--- src/rtl/burst_addr_gen.sv ---
module burst_addr_gen #(
  parameter int AW = 32,
  parameter int LW = 8,
  parameter int SW = 3
) (
  input  logic          clk,
  input  logic          rst_n,
  input  logic          cmd_valid,
  output logic          cmd_ready,
  input  logic [AW-1:0] cmd_addr,
  input  logic [LW-1:0] cmd_len,
  input  logic [SW-1:0] cmd_size,
  input  logic [1:0]    cmd_mode,
  output logic          cmd_err,
  output logic          beat_valid,
  input  logic          beat_ready,
  output logic [AW-1:0] beat_addr,
  output logic          beat_last
);
  localparam logic [1:0] M_FIXED = 2'd0;
  localparam logic [1:0] M_INCR  = 2'd1;
  localparam logic [1:0] M_WRAP  = 2'd2;
  localparam logic [AW-1:0] ONE  = AW'(1);

  logic          busy_q, err_q;
  logic [AW-1:0] addr_q, step_q, wmask_q;
  logic [LW-1:0] left_q;
  logic [1:0]    mode_q;

  logic [AW-1:0] c_step, c_total, c_start, nxt_addr;
  logic          c_len_ok, c_bad, take, adv;

  assign c_step   = ONE << cmd_size;
  assign c_total  = (AW'(cmd_len) + ONE) << cmd_size;
  assign c_len_ok = (cmd_len == LW'(1)) || (cmd_len == LW'(3)) ||
                    (cmd_len == LW'(7)) || (cmd_len == LW'(15));
  assign c_bad    = (cmd_mode == 2'd3) ||
                    ((cmd_mode == M_WRAP) && (!c_len_ok || ((cmd_addr & (c_step - ONE)) != '0)));
  assign c_start  = (cmd_mode == M_FIXED) ? cmd_addr : (cmd_addr & ~(c_step - ONE));

  assign cmd_ready  = !busy_q;
  assign take       = cmd_valid && cmd_ready;
  assign beat_valid = busy_q;
  assign beat_addr  = addr_q;
  assign beat_last  = busy_q && (left_q == '0);
  assign cmd_err    = err_q;
  assign adv        = beat_valid && beat_ready;

  always_comb begin
    case (mode_q)
      M_INCR:  nxt_addr = addr_q + step_q;
      M_WRAP:  nxt_addr = (addr_q & ~wmask_q) | ((addr_q + step_q) & wmask_q);
      default: nxt_addr = addr_q;
    endcase
  end

  always_ff @(posedge clk or negedge rst_n) begin
    if (!rst_n) begin
      busy_q  <= 1'b0;
      err_q   <= 1'b0;
      addr_q  <= '0;
      step_q  <= '0;
      wmask_q <= '0;
      left_q  <= '0;
      mode_q  <= M_FIXED;
    end else begin
      err_q <= take && c_bad;
      if (take && !c_bad) begin
        busy_q  <= 1'b1;
        addr_q  <= c_start;
        step_q  <= c_step;
        wmask_q <= c_total - ONE;
        left_q  <= cmd_len;
        mode_q  <= cmd_mode;
      end else if (adv) begin
        if (left_q == '0) busy_q <= 1'b0;
        else begin
          left_q <= left_q - LW'(1);
          addr_q <= nxt_addr;
        end
      end
    end
  end

  p_hold_r6: assert property (@(posedge clk) disable iff (!rst_n)
    beat_valid && !beat_ready |=> beat_valid && $stable(beat_addr) && $stable(beat_last));
  p_busy_r7: assert property (@(posedge clk) disable iff (!rst_n)
    beat_valid |-> !cmd_ready);
  p_free_r7: assert property (@(posedge clk) disable iff (!rst_n)
    beat_last && beat_ready |=> cmd_ready);
  p_fixed_r2: assert property (@(posedge clk) disable iff (!rst_n)
    adv && !beat_last && mode_q == M_FIXED |=> beat_addr == $past(beat_addr));
  p_incr_r3: assert property (@(posedge clk) disable iff (!rst_n)
    adv && !beat_last && mode_q == M_INCR |=> beat_addr == $past(beat_addr) + step_q);
  p_align_r3: assert property (@(posedge clk) disable iff (!rst_n)
    beat_valid && mode_q != M_FIXED |-> (beat_addr & (step_q - ONE)) == '0);
  p_err_r8: assert property (@(posedge clk) disable iff (!rst_n)
    cmd_err |-> !beat_valid);
  p_last_r5: assert property (@(posedge clk) disable iff (!rst_n)
    beat_last |-> beat_valid);
endmodule

--- config.mk ---
export PLATFORM = sky130hd
export DESIGN_NAME = burst_addr_gen
export DESIGN_NICKNAME = d
export VERILOG_FILES = /design/src/rtl/burst_addr_gen.sv
export SDC_FILE = /design/constraint.sdc
export NUM_CORES = 1
export LEC_CHECK = 0
export BUFFER_PORTS_ARGS = -buffer_cell sky130_fd_sc_hd__buf_2
export CAP_MARGIN = 20
export CORE_MARGIN = 2
export CORE_UTILIZATION = 35
export DETAILED_ROUTE_END_ITERATION = 7
export PLACE_DENSITY = 0.5
export REMOVE_ABC_BUFFERS = 1
export SLEW_MARGIN = 20
export SYNTH_ARGS = -nofsm -noshare
export SYNTH_HDL_FRONTEND = slang
export SYNTH_SLANG_ARGS = --single-unit
--- constraint.sdc ---
create_clock -name clk -period 6.6 [get_ports clk]
set_input_delay 0.33 -clock clk [delete_from_list [all_inputs] [get_ports clk]]
set_output_delay 0.33 -clock clk [all_outputs]
set_load 0.005 [all_outputs]
# ---- Yosys cells after proc, flatten, opt, wreduce, memory -nomap -nowiden
# Cells that the tools add are included.
dict set report word_totals {
  inputBits 49
  register_bits 108
  output_inout_bits 36
}
dict set report classes {
  n_bitwise 7
  eq_ne 9
  addsub 5
  muxes 11
  reduce_logical 23
  shifts 2
}
# operator count
set op_table {}
lappend op_table {{bitwise AND 32 bit} 4}
lappend op_table {{two-way mux 32 bit} 4}
lappend op_table {{NOT 32 bit} 2}
lappend op_table {{case mux 32 bit (2 select lines)} 1}
lappend op_table {{subtractor 32 x 1 -> 32 bit, second input constant} 2}
lappend op_table {{adder 32 bit} 1}
lappend op_table {{bitwise OR 32 bit} 1}
lappend op_table {{nonzero test 32 bit} 1}
lappend op_table {{left shift 1 x 3 -> 32 bit, first input constant} 1}
lappend op_table {{left shift 9 x 3 -> 32 bit} 1}
lappend op_table {{two-way mux 8 bit} 3}
lappend op_table {{adder 8 x 1 -> 9 bit, second input constant} 1}
lappend op_table {{== test 8 x 1 -> 1 bit, second input constant} 1}
lappend op_table {{== test 8 x 2 -> 1 bit, second input constant} 1}
lappend op_table {{== test 8 x 3 -> 1 bit, second input constant} 1}
lappend op_table {{== test 8 x 4 -> 1 bit, second input constant} 1}
lappend op_table {{logical NOT 8 bit} 1}
lappend op_table {{subtractor 8 x 1 -> 8 bit, second input constant} 1}
lappend op_table {{== test 2 bit, second input constant} 3}
lappend op_table {{logical AND 1 bit} 6}
lappend op_table {{logical OR 1 bit} 5}
lappend op_table {{AND reduction 2 bit} 2}
lappend op_table {{nonzero test 2 bit} 2}
lappend op_table {{logical NOT 1 bit} 3}
lappend op_table {{6 further kinds} 8}

# ---- Depth between registers and ports, before layout
dict set report logic_depth {
  depth_word 12
  depth_mapped 14
  ltp_nobuf 12
}

# ---- Least setup slack after synthesis
# Ideal clock, no wire load.
dict set report synth_timing {
  path_kind {in2reg}
  from {input port cmd_size[2]}
  to {register wmask_q[12]}
  setup_time_ns 0.141
  stages 14
  slack_ns 3.584
  arrival_time_ns 2.875
  cell_sequence {clkbuf_1 clkbuf_1 buf_2 buf_1 nor2_1 nand2_1 ha_1 and2_1 a41oi_1 nor3b_1 nand2_1 nor3_4 a21o_1 a31oi_1}
}
dict set report synth_via {
  elab_chain_cells 9
  word_cells_on_any_way 11
  classes_between {add/sub (2); shift (2); bitwise (1); reduce/logical (6)}
}
# element line_no
set synth_lines {}
lappend synth_lines {{start, declared} 12} ;# input logic [SW-1:0] cmd_size,
lappend synth_lines {{left shift 1 x 3 -> 32 bit} 33} ;# assign c_step = ONE << cmd_size;
lappend synth_lines {{subtractor 32 x 1 -> 32 bit} 38} ;# ((cmd_mode == M_WRAP) && (!c_len_ok || ((cmd_addr & (c_step - ONE)) != '0)));
lappend synth_lines {{bitwise AND 32 bit} 38}
lappend synth_lines {{nonzero test 32 bit} 38}
lappend synth_lines {{logical OR 1 bit} 38}
lappend synth_lines {{logical AND 1 bit} 38}
lappend synth_lines {{logical OR 1 bit} 37} ;# assign c_bad = (cmd_mode == 2'd3) ||
lappend synth_lines {{logical NOT 1 bit} 68} ;# if (take && !c_bad) begin
lappend synth_lines {{logical AND 1 bit} 68}
lappend synth_lines {{end signal, assigned} 72} ;# wmask_q <= c_total - ONE;
lappend synth_lines {{end, declared} 26} ;# logic [AW-1:0] addr_q, step_q, wmask_q;
# Parallel ways exist; a longest one is shown, timed or not.
# A chain may end at the register's enable or synchronous reset.

# ---- Worst setup path after layout
dict set report layout_timing {
  from {input port cmd_size[0]}
  to {register wmask_q[22]}
}
# The elaborated chain is that of the path after synthesis.

==> impl_metrics.toml <==
[global_route]
grt_pass1_wl_um = 28410
overflow = 0
first_global_vias = 5358
grt_max_degree = 72
track_usage = 0.1999
antenna_found_initial = 0

[logic_synthesis]
synth.distinct_cells = 87
synth-async-reset-ratio = 1.000
synthesis.area_mm2 = 0.005868
synth_top_family_by_area = "compound AO/OA/AOI/OAI gates"
synth-simple-area-share = 0.2188
synth_cells = 685
synth.top_cell.area_share = 0.3539
synth_compound_area_frac = 0.2588
synth_fa_ha_area_frac = 0.03539
ys_ff_latch = 83
syn_area_per_cell_um2 = 8.567
ys_seq_area_frac = 0.3539
ys.flop_type = "dfrtp_1"
ys_warn_count = 0
ys_top_cells_by_area = "dfrtp_1, nand2_1, o21ai_0, xnor2_1, a21oi_1"
synthXorXnorAreaFrac = 0.05373
yosysTopAreaCell = "dfrtp_1"
synth_edf_count = 0
synthMuxAreaShare = 0.02559

[timing]
setup-tns-final_ns = 0
hold_ws_ns = 0.1760
post-route-period-util = 0.5289
rsz0062_at_grt = "no"
fmax_ghz = 0.2865
clock-skew-final_ns = 0.007914
slew_viol_final = 0
worst_pin_slew_ns = 0.9678
hold_viol = 0
worst_slack_ns = 3.109
period_minus_slack_ns = 3.491
slew_headroom = 0.3518
setup_viol = 0

[setup_path]
startpoint_type = "input port"
cp_max_fo = 71
arrival_ns = 3.71
path_class = "in2reg"
end_kind = "flop"
cp.required_ns = 6.82

[drt]
ant_nets = 0
firstDrtPassIters = 5
drcViolationCount = 0
via_per_inst = 5.498
wl_per_cell_um = 17.77
drt_iter0_markers = 376
via_count = 5300
drt-total-wl_um = 17130

[cts]
clockRootBuffer = "clkbuf_16"
cts_buffers = 9
cts_tree = "yes"
cts.path.max_buffers = 2
insertion_delay_ns = 0.35
cts_setup_buffers = 0
cts-htree-levels = 3
cts_sinks = 83
clk_pin_slew_worst_paths_ns = 0.06

[power_and_ir_drop]
ir_worst_vdd_mv = 0.1381
power_switching_mw = 0.8516
p_int_mw = 1.400
powerDensity_mw_per_mm2 = 334.7
switching_share = 0.3783
power.share.clock = 0.245
share_comb_of_total_power = 0.365
p_seq_frac = 0.389
leakage_nw = 2.803

[floorplanning]
die_h_um = 133.5
num_io_pins = 85
start_util = 0.3564
die_x_um = 133.5
dieArea_mm2 = 0.01782
core_mm2 = 0.01647
row_count = 47

[final_layout]
syn2layout_area_growth_pct = 14.61
fillers = 1684
fin_nets = 804
diodes = 0
drive_above_1_share = 0.1935

[outcome]
outcome = "complete, no violations"

[placement]
post-dp-hpwl_um = 12360
port_buffers = 84
dpl_worst_slack_ns = 2.738
gp_congestion = 0.8640

[min_path]
hold_class = "in2reg"

[run]
max_cap_viol_count = 0
-- power groups by stage --
stage	Sequential (mW)	Combinational [mW]	Clock (mW)
after global routing	0.905	0.933	0.587
after global placement	0.879	0.810	0
after detailed placement	0.887	0.820	0
after CTS	0.877	0.828	0.563
after floorplan	0.849	0.530	0
final	0.877	0.822	0.552
-- repair_timing --
item                       CTS  global route
hold endpoints to repair    18             0
setup endpoints to repair    0             0
resized for setup            0             0
hold buffers                 1             0
-- final timing paths --
path                              start           to  slack [ns]  depth (start not counted)
min                        cmd_addr[25]         flop        0.18                          3
max reg2reg                        flop         flop        3.34                         11
min in group asynchronous         rst_n    left_q[5]        0.41                          2
max in group asynchronous         rst_n    async pin        5.05                          3
min reg2reg                  wmask_q[8]   wmask_q[8]        0.47                          2
max                         cmd_size[0]  wmask_q[22]        3.11                         12
-- kinds of logic after synthesis --
group	count (synthesis)
AND/OR/NAND/NOR	248
AO/OA/AOI/OAI	219
XOR/XNOR	36
buffers and inverters	71
flip-flops	83
multiplexers	12
adder cells (fa/ha/maj)	16
-- area by class of cell --
type                            instances  area [um^2]  area share
Clock buffer                           10        229.0     0.03405
Clock inverter                          6        90.09     0.01340
Timing Repair Buffer                   88        455.4     0.06772
Sequential cell                        83         2077      0.3088
Inverter                               26        97.59     0.01451
Multi-Input combinational cell        531         3501      0.5206
Tap cell                              220        275.3     0.04093
-- per-stage QoR --
step           total power [mW]    util  area [um^2]  cells
2_1_floorplan             1.379       -         5650    640
3_3_place_gp              1.689  0.3881         6390    947
3_5_place_dp              1.707  0.3881         6390    947
4_1_cts                   2.269  0.4081         6719    964
5_1_grt                   2.426  0.4084         6725    964
6_report                  2.251  0.4084         6725    964
-- layout by cell type, fill, tap and decap left out, drive strengths merged, types with 6 or more instances in the layout --
| master | synthesis | routed |
|---|---|---|
| o2111ai | 17 | 17 |
| dfrtp | 83 | 83 |
| nand2b | 9 | 9 |
| nor2 | 44 | 44 |
| nor4 | 6 | 6 |
| xor2 | 10 | 10 |
| a21oi | 40 | 40 |
| nand2 | 99 | 99 |
| nand3 | 21 | 21 |
| buf | 17 | 87 |
| o211ai | 15 | 15 |
| and2 | 7 | 7 |
| nor2b | 6 | 6 |
| o31ai | 7 | 7 |
| o21a | 7 | 7 |
| o21ai | 70 | 70 |
| clkbuf | 28 | 10 |
| nor3 | 20 | 20 |
| ha | 15 | 15 |
| inv | 25 | 25 |
| a21o | 6 | 6 |
| xnor2 | 26 | 26 |
| a31oi | 10 | 10 |
| and3 | 8 | 8 |
| mux2i | 7 | 7 |
-- cell usage after synthesis, drive strengths merged, types with 4 or more instances --
| library cell | number |
|---|---|
| a211o | 5 |
| and3 | 8 |
| nand2b | 9 |
| ha | 15 |
| and2 | 7 |
| a21oi | 40 |
| o311ai | 4 |
| o31ai | 7 |
| nor4 | 6 |
| nand3 | 21 |
| o41ai | 4 |
| or3 | 5 |
| a31oi | 10 |
| xor2 | 10 |
| o221ai | 4 |
| clkbuf | 28 |
| nand4 | 5 |
| inv | 25 |
| dfrtp | 83 |
| xnor2 | 26 |
| buf | 17 |
| nor2b | 6 |
| nor2 | 44 |
| o2111ai | 17 |
| mux2i | 7 |
| mux2 | 5 |
| a21o | 6 |
| nand2 | 99 |
| or4 | 4 |
| o21ai | 70 |
| o211ai | 15 |
| o21a | 7 |
| a211oi | 5 |
| nor3 | 20 |
-- layer usage --
layer  vias up  track usage  wire, um
met5         -            0         0
met4         0      0.07329       425
met3        28      0.03349       684
met2       117       0.3196      7894
met1      2556       0.2729      8121
li1       2599            -         -
-- worst max-delay path: stages --
cell and delay, ns:
buf_2 0.48, and2_1 0.29, nand2_1 0.11, inv_1 0.15, ha_1 0.25, o2111ai_1 0.22
a2111oi_2 0.11, o21ai_4 0.58, buf_4 0.66, a21oi_1 0.21, nand3_4 0.19, o21ai_1 0.08
Note: power is estimated with default switching activity, not from simulation.
